### src/rtl/fp64_classq.sv
module fp64_classq #(
  parameter int EXP_W  = 11,
  parameter int FRAC_W = 52
) (
  input  logic                      clk,
  input  logic                      rst_n,
  input  logic [EXP_W+FRAC_W:0]     op_i,
  input  logic                      ieee2008_i,
  output logic [2:0]                class_o,
  output logic [EXP_W+FRAC_W:0]     res_o,
  output logic                      invalid_o
);
  localparam int W = EXP_W + FRAC_W + 1;
  localparam logic [2:0] C_ZERO = 3'd0, C_SUB = 3'd1, C_NORM = 3'd2,
                         C_INF = 3'd3, C_QNAN = 3'd4, C_SNAN = 3'd5;

  logic [EXP_W-1:0]  exp_f;
  logic [FRAC_W-1:0] frac_f, frac_clr, frac_q;
  logic              exp_ones, exp_zero, frac_nz, is_nan, is_snan;
  logic [2:0]        class_d;

  assign exp_f    = op_i[FRAC_W +: EXP_W];
  assign frac_f   = op_i[FRAC_W-1:0];
  assign exp_ones = &exp_f;
  assign exp_zero = ~|exp_f;
  assign frac_nz  = |frac_f;
  assign is_nan   = exp_ones & frac_nz;
  assign is_snan  = is_nan & (ieee2008_i ^ frac_f[FRAC_W-1]);

  assign frac_clr = {1'b0, frac_f[FRAC_W-2:0]};

  always_comb begin
    if (ieee2008_i)
      frac_q = frac_f | {1'b1, {(FRAC_W-1){1'b0}}};
    else if (frac_clr == '0)
      frac_q = {2'b01, {(FRAC_W-2){1'b0}}};
    else
      frac_q = frac_clr;
  end

  always_comb begin
    if (exp_zero)      class_d = frac_nz ? C_SUB : C_ZERO;
    else if (!exp_ones) class_d = C_NORM;
    else if (!frac_nz)  class_d = C_INF;
    else               class_d = is_snan ? C_SNAN : C_QNAN;
  end

  always_ff @(posedge clk or negedge rst_n) begin
    if (!rst_n) begin
      class_o   <= C_ZERO;
      res_o     <= '0;
      invalid_o <= 1'b0;
    end else begin
      class_o   <= class_d;
      res_o     <= is_snan ? {op_i[W-1:FRAC_W], frac_q} : op_i;
      invalid_o <= is_snan;
    end
  end
endmodule


### config.mk
export PLATFORM = sky130hd
export DESIGN_NAME = fp64_classq
export DESIGN_NICKNAME = d
export VERILOG_FILES = /design/src/rtl/fp64_classq.sv
export SDC_FILE = /design/constraint.sdc
export NUM_CORES = 1
export LEC_CHECK = 0
export ABC_AREA = 1
export BUFFER_PORTS_ARGS = -buffer_cell sky130_fd_sc_hd__buf_4
export CORE_MARGIN = 2
export CORE_UTILIZATION = 39
export DETAILED_ROUTE_END_ITERATION = 7
export PLACE_DENSITY = 0.79
export SLEW_MARGIN = 20
export SYNTH_ARGS = -nofsm -noshare
export SYNTH_HDL_FRONTEND = slang
export SYNTH_SLANG_ARGS = --single-unit
### constraint.sdc
create_clock -name clk -period 0.8 [get_ports clk]
set_input_delay 0.12 -clock clk [delete_from_list [all_inputs] [get_ports clk]]
set_output_delay 0.12 -clock clk [all_outputs]
set_load 0.05 [all_outputs]
==> Yosys cells after proc, flatten, opt, wreduce, memory -nomap -nowiden <==
Index checks and enable logic that the tools add are counted.
{ "totals": {"regBits": 68, "elab_cells": 18} }
{ "classes": {"n_mux": 8, "n_bitwise": 3, "reduce_logical": 4} }
{ "op_table": {"columns": ["operator", "count"], "rows": [
  ["two-way mux 52 bit", 2],
  ["logical NOT 52 bit", 1],
  ["OR reduction 52 bit", 1],
  ["two-way mux 51 bit", 1],
  ["AND reduction 11 bit", 1],
  ["OR reduction 11 bit", 1],
  ["two-way mux 3 bit", 3],
  ["bitwise AND 1 bit", 2],
  ["two-way mux 1 bit", 2],
  ["bitwise XOR 1 bit", 1]
]} }

==> Depth between registers and ports, before layout <==
{ "logic_depth": {"word_depth": 7, "ltp_mapped": 9, "mapped_depth_nobuf": 9} }

==> Worst setup path after synthesis <==
OpenSTA, ideal clock, no wires.
{ "synth_path": {"kind": "input-to-reg", "startpoint": "input port op_i[34]", "endpoint": "register res_o[50]", "arrival_time_ps": 734, "t_required_ps": 682, "slack_ps": -52, "stages": 8, "n_path_buf": 0, "path_cell_list": "nor2_1 > nand2_1 > nor2_2 > nand2_1 > nor2_2 > nand2_2 > nand4_1 > nand2_1"} }
{ "synth_between": {"elab_chain_cells": 4, "word_cells_on_any_way": 7, "classes_between": "mux (3); bitwise (2); reduce/logical (2)"} }
{ "synth_rtl": {"columns": ["element", "line", "text"], "rows": [
  ["start: declaration", "7", "input logic [EXP_W+FRAC_W:0] op_i,"],
  ["logical NOT 52 bit / OR reduction 52 bit (equally long branches)", "35, 26", null],
  ["two-way mux 51 bit / bitwise AND 1 bit (equally long branches)", "35, 27", null],
  ["two-way mux 52 bit / bitwise AND 1 bit (equally long branches)", "33, 28", null],
  ["two-way mux 52 bit *", "55", "res_o <= is_snan ? {op_i[W-1:FRAC_W], frac_q} : op_i;"],
  ["end signal: assignment", "55", null],
  ["end: declaration", "10", "output logic [EXP_W+FRAC_W:0] res_o,"]
]} }
Mark *: on every way between the ends. The rest lies on a longest branch, timed or not.

==> Worst setup path in the final report <==
{ "layout_path": {"startpoint": "register res_o[36]", "endpoint": "output port res_o[36]"} }
No word-level cell between the ends.

==> flow_summary_export.csv <==
group,metric,value,unit
cts,numCtsBuffers,9,
die,fp.dieH,81.4,um
routing,wl_per_cell,15.5,um
sta,final-setup-viol-count,68,
power,power_frac_seq,0.443,
die,rows,28,
job,drv_cap,0,
finish,nFillCells,371,
power,p_leak,2.17,nW
cts,cts_num_sinks,68,
power,power.internal,5.94,mW
power,p_switching,2.39,mW
routing,firstDrtPassIters,4,
routing,wirelength,7110,um
global_route,grt_pass1_wl,10200,um
cts,h-tree-depth,3,
finish,final_cell_count_no_fill,458,
synthesis,ys_warn_count,0,
sta,tightest_slew,0.282,ns
die,boundaryPins,135,
power,ir_drop,0.00116,V
synthesis,synthesis.area,2330,um^2
synthesis,postSynthAreaPerCell,10.9,um^2
place,place.gp.congestion,0.725,
power,pwr-share-comb,0.219,
synthesis,synth_cells,215,
sta,max_freq,956,MHz
worst_hold_path,hold_class,"primary input to flip-flop",
sta,rsz0062_at_grt,"yes",
worst_setup_path,end_kind,"output pin",
synthesis,yosysUniqueCellTypes,19,
finish,final_cell_mix,"buf_6, dfrtp_1, dlygate4sd3_1, buf_4",
cts,max-clock-path-buffers,2,
place,io_buffers,134,
synthesis,synthTopCellsByArea,"dfrtp_1, clkbuf_1, nor2_1, nand2_1, inv_1",
finish,insertedDiodeCount,0,
worst_setup_path,slowest_delay,0.42,ns
cts,root_buffer,"clkbuf_8",
power,clockPowerShare,0.339,
routing,drc_errors,0,
sta,hold_viol,0,
global_route,grt-ovfl-total,0,
sta,finalCritPeriodShare,1.31,
synthesis,synth_seq_cells,68,
die,die_area,6620,um^2
power,swShare,0.286,
routing,routed_via_density,4.40,
global_route,track_usage,0.213,
cts,cts_setup_buffers,0,
worst_setup_path,path_delay_family,"flip-flops",
die,core_area,5850,um^2
die,start_util,0.399,
sta,hold-worst-slack,0.0227,ns
sta,relSlewSlack,0.810,
worst_setup_path,worst_ep_arrival_time,0.93,ns
sta,finalWorstSetupSlack,-0.246,ns
global_route,met1_usage,0.218,
routing,antenna_left,0,
place,dpl.hpwl,4050,um
worst_setup_path,crit_required,0.68,ns
die,die_x,81.4,um
power,p_per_area,1820,nW/um^2
run_status,violations,"setup timing",
worst_setup_path,worstPathCellList,"buf_6",
global_route,use_met3,0.0744,
synthesis,yosys.area.top_type_share,0.729,
place,placedCellCount,379,
synthesis,synth.largest_area_cell,"dfrtp_1",
worst_setup_path,cp_max_fo,1,
cts,clk_pin_slew,0.07,ns
finish,drive_above_1_share,0.520,
sta,period_needed,1.05,ns
global_route,antenna_found_initial,0,
global_route,grt_pass1_vias,2188,
synthesis,synth_fp_nets,282,
worst_setup_path,slowest_stage,"dfrtp_1",
worst_setup_path,critical_path.startpoint_type,"flip-flop",
sta,maxSlewViolCount,0,
finish,fin_nets,445,
routing,vias,2017,
global_route,top_usage_layer,"met2",
run_status,status,"finished, violations left",
cts,cts_tree,"done",
global_route,grt_max_degree,37,
finish,area_growth,96.2,%
worst_setup_path,crit_buf_inv,1,
finish,mostFrequentLayoutCell,"buf_6",
synthesis,ys_seq_area_frac,0.729,
power,power.total,8.33,mW
global_route,grt_use_met2,0.384,
routing,first_iter_violations,87,
worst_setup_path,path_class,"flip-flop to output pin",
==> final cells by class <==
class                      count  area, um^2  share of cell area
inverter                      13        48.8              0.0107
sequential                    68        1700               0.371
multi-input combinational     84         539               0.118
clock buffer                  10         138              0.0300
timing repair buffer         202        2000               0.436
tap                           75        93.8              0.0205
clock inverter                 6        63.8              0.0139
==> per-stage QoR <==
step / instance area [um^2] / setup slack, ns / utilization / setup TNS [ns]
2_1_floorplan: 2360 / -0.0428 / - / -0.176
3_3_place_gp: 3320 / -0.333 / 0.568 / -1.86
3_5_place_dp: 3320 / -0.336 / 0.568 / -1.82
4_1_cts: 4410 / -0.222 / 0.754 / -13.54
5_1_grt: 4580 / -0.270 / 0.783 / -15.69
6_report: 4580 / -0.246 / 0.783 / -13.08
==> state kept, by name (all words and copies together), names as in the netlist <==
signal	cells
res_o	64
class_o	3
invalid_o	1
==> power by group through the flow <==
| stage | clock network, mW | logic [mW] | registers, mW |
|---|---|---|---|
| 6_report | 2.82 | 1.82 | 3.69 |
| 5_1_grt | 3.04 | 1.92 | 3.70 |
| 4_1_cts | 2.85 | 1.73 | 3.68 |
| 3_5_place_dp | 0 | 1.39 | 3.71 |
| 3_3_place_gp | 0 | 1.37 | 3.71 |
| 2_1_floorplan | 0 | 0.153 | 4.31 |
==> synthesized netlist by cell type <==
cell type	number
nor3_1	2
nor4_1	2
dlygate4sd3_1	1
nand2_2	3
inv_2	1
dfrtp_1	68
xnor2_1	1
nor2_1	33
and3_1	1
inv_1	12
clkbuf_1	47
nand4_1	3
nor2_2	5
o21ai_1	2
buf_2	2
nor3_4	1
nand3_1	5
nand4_2	1
nand2_1	25
==> path summary, 6_finish.rpt <==
path | slack (ns) | cells past startpoint | endpoint | start
max | -0.25 | 1 | res_o[36] | res_o[36]$_DFF_PN0_
min | 0.02 | 3 | res_o[51]$_DFF_PN0_ | op_i[51]
max in group asynchronous | 0.32 | 3 | res_o[10]$_DFF_PN0_ | rst_n
min in group asynchronous | 0.30 | 3 | res_o[42]$_DFF_PN0_ | rst_n
==> kinds of logic (layout without fill, tap and decap cells) <==
kind of cell,count (synthesis),count (layout),synth area share
simple gates,81,81,0.158
flops,68,68,0.729
buf+inv,63,231,0.105
compound gates,2,2,0.00429
xor+xnor,1,1,0.00375
==> timing repair <==
action	in CTS	in global routing
gates resized for setup	68	50
hold buffers	63	0
pin swaps	0	27
setup endpoints to repair	68	74
endpoints found under the hold margin	130	0
==> routing by layer <==
metal	up-vias	wire length, um
met2	81	4050
li1	943	-
met4	0	126
met3	15	556
met5	-	0
met1	978	2380
Note: power is estimated with default switching activity, not from simulation.
